===== src/rtl/rcc_pkg.sv =====
package rcc_pkg;

    typedef enum logic [1:0] {
        KIND_NONE = 2'd0,
        KIND_HOT  = 2'd1,
        KIND_WARM = 2'd2,
        KIND_COLD = 2'd3
    } rst_kind_e;

    typedef enum logic {
        SEQ_RUN = 1'b0,
        SEQ_RST = 1'b1
    } seq_state_e;

    localparam logic [2:0] W_FLAG = 3'd0;
    localparam logic [2:0] W_STAT = 3'd1;
    localparam logic [2:0] W_HOLD = 3'd2;
    localparam logic [2:0] W_EN   = 3'd3;
    localparam logic [2:0] W_HOT  = 3'd4;
    localparam logic [2:0] W_COLD = 3'd5;
    localparam logic [2:0] W_RSVD = 3'd6;
    localparam logic [2:0] W_SWC  = 3'd7;

    function automatic rst_kind_e kind_of(input logic hot_b, input logic cold_b);
        if (hot_b)       return KIND_HOT;
        else if (cold_b) return KIND_COLD;
        else             return KIND_WARM;
    endfunction

endpackage


===== src/rtl/rcc_regs.sv =====
module rcc_regs
    import rcc_pkg::*;
#(
    parameter int unsigned NSRC = 32,
    parameter int unsigned DW   = 32
) (
    input  logic            clk,
    input  logic            rst,
    input  logic            wr,
    input  logic [2:0]      widx,
    input  logic [DW-1:0]   wdata,
    input  logic [NSRC-1:0] src_live,
    input  logic [NSRC-1:0] cap_mask,
    output logic [NSRC-1:0] en,
    output logic [NSRC-1:0] hold,
    output logic [NSRC-1:0] hot,
    output logic [NSRC-1:0] cold,
    output logic            sw_fire,
    output logic [DW-1:0]   rdata
);
    localparam logic [DW-1:0] FIRE_VAL = DW'(2);

    logic [NSRC-1:0] flags;
    logic [DW-1:0]   swc;

    always_ff @(posedge clk) begin
        if (rst) begin
            flags <= '0;
            en    <= '0;
            hold  <= '0;
            hot   <= '0;
            cold  <= '0;
            swc   <= '0;
        end else begin
            if (wr && widx == W_FLAG) flags <= (flags & ~wdata[NSRC-1:0]) | cap_mask;
            else                      flags <= flags | cap_mask;
            if (wr && widx == W_EN)   en   <= wdata[NSRC-1:0];
            if (wr && widx == W_HOLD) hold <= wdata[NSRC-1:0];
            if (wr && widx == W_HOT)  hot  <= wdata[NSRC-1:0];
            if (wr && widx == W_COLD) cold <= wdata[NSRC-1:0];
            if (wr && widx == W_SWC)  swc  <= wdata;
            else if (swc != '0)       swc  <= swc - 1'b1;
        end
    end

    assign sw_fire = (swc == FIRE_VAL);

    always_comb begin
        rdata = '0;
        case (widx)
            W_FLAG:  rdata = DW'(flags);
            W_STAT:  rdata = DW'(src_live);
            W_HOLD:  rdata = DW'(hold);
            W_EN:    rdata = DW'(en);
            W_HOT:   rdata = DW'(hot);
            W_COLD:  rdata = DW'(cold);
            W_SWC:   rdata = swc;
            default: rdata = '0;
        endcase
    end

    assert_flag_capture_R6: assert property (@(posedge clk) disable iff (rst)
        (|cap_mask) |=> ((flags & $past(cap_mask)) == $past(cap_mask)));

    assert_countdown_stops_R9: assert property (@(posedge clk) disable iff (rst)
        (swc == '0 && !(wr && widx == W_SWC)) |=> (swc == '0));

    assert_countdown_step_R9: assert property (@(posedge clk) disable iff (rst)
        (swc != '0 && !(wr && widx == W_SWC)) |=> (swc == $past(swc) - 1'b1));

endmodule


===== src/rtl/rcc_seq.sv =====
module rcc_seq
    import rcc_pkg::*;
#(
    parameter int unsigned NSRC    = 32,
    parameter int unsigned MIN_CYC = 16
) (
    input  logic            clk,
    input  logic            rst,
    input  logic [NSRC-1:0] src,
    input  logic [NSRC-1:0] en,
    input  logic [NSRC-1:0] hold,
    input  logic [NSRC-1:0] hot,
    input  logic [NSRC-1:0] cold,
    output logic [NSRC-1:0] cap_mask,
    output logic            rst_req,
    output rst_kind_e       kind
);
    localparam int unsigned CW   = $clog2(MIN_CYC) + 1;
    localparam logic [CW-1:0] LAST = CW'(MIN_CYC - 1);

    seq_state_e      state;
    logic [CW-1:0]   cnt;
    logic [NSRC-1:0] served;
    logic [NSRC-1:0] held;
    logic [NSRC-1:0] trig;
    rst_kind_e       kind_q;
    rst_kind_e       kind_n;
    logic            release_ok;

    assign trig       = src & en & ~served;
    assign cap_mask   = (state == SEQ_RUN) ? trig : '0;
    assign release_ok = (cnt == LAST) && ((held & src) == '0);

    always_comb begin
        kind_n = KIND_NONE;
        for (int i = 0; i < int'(NSRC); i++) begin
            if (trig[i] && kind_of(hot[i], cold[i]) > kind_n)
                kind_n = kind_of(hot[i], cold[i]);
        end
    end

    always_ff @(posedge clk) begin
        if (rst) begin
            state  <= SEQ_RUN;
            cnt    <= '0;
            served <= '0;
            held   <= '0;
            kind_q <= KIND_NONE;
        end else begin
            case (state)
                SEQ_RUN: begin
                    served <= (served & src) | trig;
                    if (|trig) begin
                        state  <= SEQ_RST;
                        cnt    <= '0;
                        held   <= trig & hold;
                        kind_q <= kind_n;
                    end
                end
                SEQ_RST: begin
                    served <= served & src;
                    if (release_ok) begin
                        state  <= SEQ_RUN;
                        kind_q <= KIND_NONE;
                        held   <= '0;
                    end else if (cnt != LAST) begin
                        cnt <= cnt + 1'b1;
                    end
                end
                default: state <= SEQ_RUN;
            endcase
        end
    end

    assign rst_req = (state == SEQ_RST);
    assign kind    = kind_q;

    assert_min_width_R3: assert property (@(posedge clk) disable iff (rst)
        $fell(rst_req) |-> ($past(cnt) == LAST));

    assert_hold_keeps_R4: assert property (@(posedge clk) disable iff (rst)
        (rst_req && (|(held & src))) |=> rst_req);

    assert_enable_gate_R2: assert property (@(posedge clk) disable iff (rst)
        (!rst_req && ((src & en) == '0)) |=> !rst_req);

    assert_kind_valid_R7: assert property (@(posedge clk) disable iff (rst)
        rst_req |-> (kind != KIND_NONE));

    assert_kind_idle_R7: assert property (@(posedge clk) disable iff (rst)
        !rst_req |-> (kind == KIND_NONE));

endmodule


===== src/rtl/rst_cause_ctrl.sv =====
module rst_cause_ctrl
    import rcc_pkg::*;
#(
    parameter int unsigned NSRC    = 32,
    parameter int unsigned DW      = 32,
    parameter int unsigned MIN_CYC = 16
) (
    input  logic            clk,
    input  logic            por_rst,
    input  logic [NSRC-1:0] src_i,
    input  logic            bus_wr,
    input  logic [2:0]      bus_widx,
    input  logic [DW-1:0]   bus_wdata,
    output logic [DW-1:0]   bus_rdata,
    output logic            sys_rst_req,
    output logic [1:0]      rst_kind
);
    logic [NSRC-1:0] src_eff;
    logic [NSRC-1:0] en, hold, hot, cold, cap_mask;
    logic            sw_fire;
    rst_kind_e       kind;

    assign src_eff = {src_i[NSRC-1] | sw_fire, src_i[NSRC-2:0]};

    rcc_regs #(.NSRC(NSRC), .DW(DW)) u_regs (
        .clk      (clk),
        .rst      (por_rst),
        .wr       (bus_wr),
        .widx     (bus_widx),
        .wdata    (bus_wdata),
        .src_live (src_eff),
        .cap_mask (cap_mask),
        .en       (en),
        .hold     (hold),
        .hot      (hot),
        .cold     (cold),
        .sw_fire  (sw_fire),
        .rdata    (bus_rdata)
    );

    rcc_seq #(.NSRC(NSRC), .MIN_CYC(MIN_CYC)) u_seq (
        .clk      (clk),
        .rst      (por_rst),
        .src      (src_eff),
        .en       (en),
        .hold     (hold),
        .hot      (hot),
        .cold     (cold),
        .cap_mask (cap_mask),
        .rst_req  (sys_rst_req),
        .kind     (kind)
    );

    assign rst_kind = kind;

endmodule


===== config.mk =====
export PLATFORM = sky130hd
export DESIGN_NAME = rst_cause_ctrl
export DESIGN_NICKNAME = d
export VERILOG_FILES = /design/src/rtl/rcc_pkg.sv /design/src/rtl/rcc_regs.sv /design/src/rtl/rcc_seq.sv /design/src/rtl/rst_cause_ctrl.sv
export SDC_FILE = /design/constraint.sdc
export NUM_CORES = 1
export LEC_CHECK = 0
export BUFFER_PORTS_ARGS = -buffer_cell sky130_fd_sc_hd__buf_2
export CAP_MARGIN = 30
export CORE_MARGIN = 2
export CORE_UTILIZATION = 39
export CTS_BUF_LIST = sky130_fd_sc_hd__clkbuf_8
export DETAILED_ROUTE_END_ITERATION = 12
export GPL_TIMING_DRIVEN = 0
export SETUP_SLACK_MARGIN = 0.3
export SYNTH_ARGS = -nofsm -noshare
export SYNTH_HDL_FRONTEND = slang
export SYNTH_HIERARCHICAL = 1
export SYNTH_SLANG_ARGS = --single-unit
export TNS_END_PERCENT = 30

===== constraint.sdc =====
create_clock -name clk -period 5.61 [get_ports clk]
set_input_delay 1.122 -clock clk [delete_from_list [all_inputs] [get_ports clk]]
set_output_delay 1.122 -clock clk [all_outputs]
set_load 0.02 [all_outputs]

After elaboration in Yosys (flattened, before gate mapping)
Cells that the tools add are included.
{"block": "word_totals", "reg_bits": 264, "input_bits": 70}
{"block": "op_classes", "add_sub_neg": 2, "order_cmp": 32, "eq_ne": 13, "muxes": 115, "bitwise_logic": 13, "n_reduce_logical": 46}
{"cell": "$pmux W32 S7", "count": 1}
{"cell": "$and A32 B32 Y32", "count": 6}
{"cell": "$mux W32", "count": 6}
{"cell": "$mux W2", "count": 66}
{"cell": "$pmux W32 S2", "count": 2}
{"cell": "$or A32 B32 Y32", "count": 3}
{"cell": "$not A32 Y32", "count": 2}
{"cell": "$gt A2 B2 Y1", "count": 31}
{"cell": "$logic_and A1 B1 Y1", "count": 39}
{"cell": "$mux W1", "count": 34}
{"cell": "$eq A32 B2 Y1 const B", "count": 1}
{"cell": "$logic_not A32 Y1", "count": 1}
{"cell": "$reduce_bool A32 Y1", "count": 1}
{"cell": "$reduce_or A32 Y1", "count": 1}
{"cell": "$sub A32 B1 Y32 const B", "count": 1}
{"cell": "$mux W5", "count": 3}
{"cell": "$pmux W5 S2", "count": 1}
{"cell": "$eq A3 B3 Y1 const B", "count": 3}
{"cell": "$ne A2 B2 Y1 const B", "count": 4}
{"cell": "$eq A3 B2 Y1 const B", "count": 2}
{"cell": "$add A5 B1 Y5 const B", "count": 1}
{"cell": "$eq A5 B4 Y1 const B", "count": 1}
{"cell": "$ne A5 B4 Y1 const B", "count": 1}
{"cell": "$pmux W2 S2", "count": 1}
{"cell": "other kinds (9)", "count": 9}

Depth between registers and ports, before layout
{"block": "depth", "word_depth": 101, "ltp_mapped": 26}

Modules after synthesis
The synthesis kept the hierarchy.
{"mod": "rcc_regs", "n_inst": 1, "cells_each": 1147, "area_each_um2": 8889.8}
{"mod": "rcc_seq", "n_inst": 1, "cells_each": 562, "area_each_um2": 4499.3}
{"mod": "rst_cause_ctrl", "n_inst": 1, "cells_each": 1, "area_each_um2": 6.3}

Least setup slack after synthesis
OpenSTA, ideal clock, no wires.
{"block": "synth_path", "kind": "input to register", "from": "input port src_i[0]", "to": "register u_seq.kind_q[0], in the netlist u_seq/kind[0]", "setup_ns": 0.122, "arrival_ns": 5.432, "t_required_ns": 5.488, "slack_ns": 0.056, "stages": 22, "path_buffers": 0, "path_cell_list": "nand3b_4 nor2_1 inv_1 ha_1 nor2_1 a311o_1 o21a_4 nor3_2 nand3_1 or4_1 nand4_2 a22o_2 inv_1 ha_1 a211oi_1 mux2i_1 ha_1 a211o_1 nand2_1 o22ai_1 a32oi_1 o21ai_1"}
{"block": "synth_via", "elab_chain_cells": 99}
{"item": "start, declared", "line_no": "rst_cause_ctrl.sv:10", "text": "input logic [NSRC-1:0] src_i,"}
{"item": "$and A32 B32 Y32 (2 in series)", "line_no": "rcc_seq.sv:30", "text": "assign trig = src & en & ~served;"}
{"item": "$logic_and A1 B1 Y1", "line_no": "rcc_seq.sv:37", "text": "if (trig[i] && kind_of(hot[i], cold[i]) > kind_n)"}
{"item": "$mux W2", "line_no": "rcc_seq.sv:37"}
{"item": "$gt A2 B2 Y1", "line_no": "rcc_seq.sv:37"}
{"item": "$logic_and A1 B1 Y1", "line_no": "rcc_seq.sv:37"}
{"item": "$mux W2", "line_no": "rcc_seq.sv:37"}
{"item": "$gt A2 B2 Y1", "line_no": "rcc_seq.sv:37"}
{"item": "$logic_and A1 B1 Y1", "line_no": "rcc_seq.sv:37"}
{"item": "[... 82 more ...]"}
{"item": "$gt A2 B2 Y1", "line_no": "rcc_seq.sv:37"}
{"item": "$logic_and A1 B1 Y1", "line_no": "rcc_seq.sv:37"}
{"item": "$mux W2", "line_no": "rcc_seq.sv:37"}
{"item": "$gt A2 B2 Y1", "line_no": "rcc_seq.sv:37"}
{"item": "$logic_and A1 B1 Y1", "line_no": "rcc_seq.sv:37"}
{"item": "$mux W2", "line_no": "rcc_seq.sv:37"}
{"item": "$mux W2", "line_no": "rcc_seq.sv:53", "text": "if (|trig) begin"}
{"item": "$pmux W2 S2", "line_no": "rcc_seq.sv:50", "text": "case (state)"}
{"item": "end signal, assigned", "line_no": "rcc_seq.sv:57", "text": "kind_q <= kind_n;"}
{"item": "end, declared", "line_no": "rcc_seq.sv:26", "text": "rst_kind_e kind_q;"}
Several ways; a longest one is shown, not always the timed one. The select of a mux whose other input is x is not followed.
A chain may end at the register's enable or synchronous reset.

Worst setup path in the final report
{"block": "layout_path", "from": "input port src_i[0]", "to": "register u_seq.kind_q[1], in the netlist u_seq/kind[1]"}
Same word-level chain as after synthesis.

==> run summary <==
Crit path time final = 5390 ps
Post-synth top area share = 0.395
Fmax = 185 MHz
Yosys warning count = 6
Synthesized area per cell = 7.83 um^2
Antenna violations before repair = 1
Final RePlAce weighted congestion = 0.990
Clock skew = 36.5 ps
Post-Layout Cell Count = 2,385
Peak VDD IR = 0.168 mV
Top cells by area, synth = dfxtp_1, nand2_1, a21oi_1
Filler cells = 3,432
Die Area = 0.0358 mm^2
Slew Viols, Final = 0
Largest net degree at the start of global routing = 12
1st-iter DRT viols = 2,095
Vias per cell = 6.14
Cell with the most instances after synthesis = nand2_1
Gr ovfl total = 0
Share of layout cells above drive strength 1 = 0.163
Die H = 189 um
WS Path Type = input pin to register
DP Area = 0.0147 mm^2
Netlist Area Pre-Place = 0.0134 mm^2
Post-layout util = 0.476
Hold Vio Cnt, Final = 0
Worst R2R Path Depth = 24
Max H-tree Level = 2
CTS tree = built
Register area share after synthesis = 0.395
1st-pass router iterations = 8
Leading cell types by count after synthesis = nand2_1, dfxtp_1, a21oi_1
Pre-CTS setup slack = -1020 ps
Total number of clock tree sinks = 264
Syn Nets = 1,789
Netlist cell types = 95
CTS Root Cell = clkbuf_8
Pwr per Cell Area = 336 mW/mm^2
Clk_lat worst skew = 610 ps
Vias = 14,700
Crit path max fanout = 4
Post-synth top flop = dfxtp_1
Rel. slew slack = 0.217
Post-route DRC violation count = 0
Dpl cells = 2,270
Ys async rst share = 0
Number of placed I/O pins = 105
Critical Path End Type = register
Post-Synthesis Cells = 1,710
Final Worst Setup Slack = 216 ps
First-pass GRT wire length = 92.4 mm
Antenna viol nets, final = 0
Setup-failing EPs final = 0
Area grow syn2layout = 19.8%
Cell taking the most area after synthesis = dfxtp_1
Clock slew at reported path FFs = 60 ps
CTS Buf Count = 47
Hold Slack = 475 ps
Leakage = 5.94 nW
Initial Utilization = 0.397
Final net count = 1,981
Vias in the first global route = 13,500
Port bufs = 102
# rows = 67
Tcrit/Tclk final = 0.962
Chip Width = 189 um
Final Routed Wirelength = 64.8 mm
Measured slew at the worst slew-check pin = 1170 ps
Critical Path RT = 6110 ps
Core Box Area = 0.0337 mm^2
Dpl hpwl = 48.9 mm
Synth Register Bits = 264
EDFF count, synth = 0
N_diodes = 0
CTS Hold Bufs = 0
Max Cap Viol = 0
Crit path DAT = 5900 ps
WL/cell = 27.2 um
Hold Crit Class = register to register
Clk buf depth = 3
Final instance area = 0.0160 mm^2
Total track usage = 0.354
RSZ-0062 raised after global routing = yes
CP startpoint kind = input pin
Worst Hold Depth = 2
Status = finished, final reports clean
report_power, final:
part / switching [mW] / internal [mW]
Combinational: 0.833 / 0.476
Sequential: 0.203 / 1.99
Clock: 0.857 / 1.04
timing repair:
item / 4_1_cts / 5_1_grt
resized for setup: 13 / 18
pin swaps: 7 / 18
buffers inserted: 9 / 20
endpoints found under the hold margin: 0 / 0
setup endpoints to repair: 2 / 2
metal layers:
metal	vias up	track usage	share of wire
met1	6974	0.493	0.42
met5	-	0	0
met3	198	0.0762	0.12
met2	963	0.513	0.41
met4	0	0.179	0.057
li1	6519	-	-
worst paths after layout:
| check | to | from | slack, ps |
|---|---|---|---|
| min | u_regs/hot[9] | u_regs/hot[9] | 480 |
| max | u_seq/kind[1] | src_i[0] | 220 |
| min reg2reg | u_regs/hot[9] | u_regs/hot[9] | 480 |
| max reg2reg | u_seq/kind[1] | u_regs/en[0] | 440 |
sequential cells by signal (all words and copies together) (netlist names):
signal         count
u_regs/swc        32
u_regs/flags      32
u_regs/cold       32
u_seq/held        32
u_seq/rst_req      1
u_seq/kind         2
u_regs/hot        32
u_seq/served      32
u_regs/en         32
u_seq/cnt          5
u_regs/hold       32
stage by stage:
| stage | power [mW] | setup TNS (ps) |
|---|---|---|
| finish | 5.40 | 0 |
| detailed placement | 3.45 | -1890 |
| global placement | 3.42 | -2440 |
| floorplan | 2.95 | 0 |
| CTS | 5.33 | 0 |
| global route | 5.57 | 0 |
layout make-up:
cell class              instances  area [um^2]  area share
multi-input cells            1310         7780       0.485
inverters                      34          128     0.00795
plain buffers                 102          387      0.0241
clock inverters                18         73.8     0.00460
clock buffers                  66          908      0.0566
repair buffers                143          925      0.0576
flip-flops and latches        264         5290       0.329
well taps                     448          561      0.0349
critical path, cell delays in order:
cell and delay (ps):
buf_8 120, nand3b_4 100, nor2_4 50, inv_2 80
ha_4 140, or4b_4 480, a311o_1 440, and3_2 250
a211o_1 320, a31oi_1 240, a211o_1 270, a22o_2 210
inv_2 50, ha_4 140, inv_1 70, a21oi_2 80
a211oi_4 210, buf_4 160, mux2i_1 180, ha_1 250
a211o_1 360, mux2i_2 310, a22oi_1 110, nor2_1 120
cell usage in the layout (no fill, tap or decap), types with 7 or more instances in the layout:
master	n
a211oi_1	9
a21oi_1	226
a221oi_1	13
a22oi_1	87
and3_1	10
buf_1	11
buf_2	105
buf_4	28
clkbuf_1	88
clkbuf_8	66
dfxtp_1	264
inv_1	44
mux2_2	24
mux2i_1	22
mux4_2	12
nand2_1	347
nand3_1	32
nand3b_1	36
nand4_1	13
nor2_1	194
nor3_1	19
nor4_1	14
nor4bb_1	11
o21ai_0	43
o221ai_1	7
or3_1	9
or4_1	7
xnor2_1	18
cells by family after synthesis:
kind of cell / after synthesis / share of synthesized area
fa+ha+maj: 9 / 0.00841
mux: 60 / 0.0584
compound gates: 456 / 0.213
buf+inv: 136 / 0.0384
xor+xnor: 24 / 0.0157
simple gates: 761 / 0.271
flops: 264 / 0.395
(Power assumes the default switching activity.)
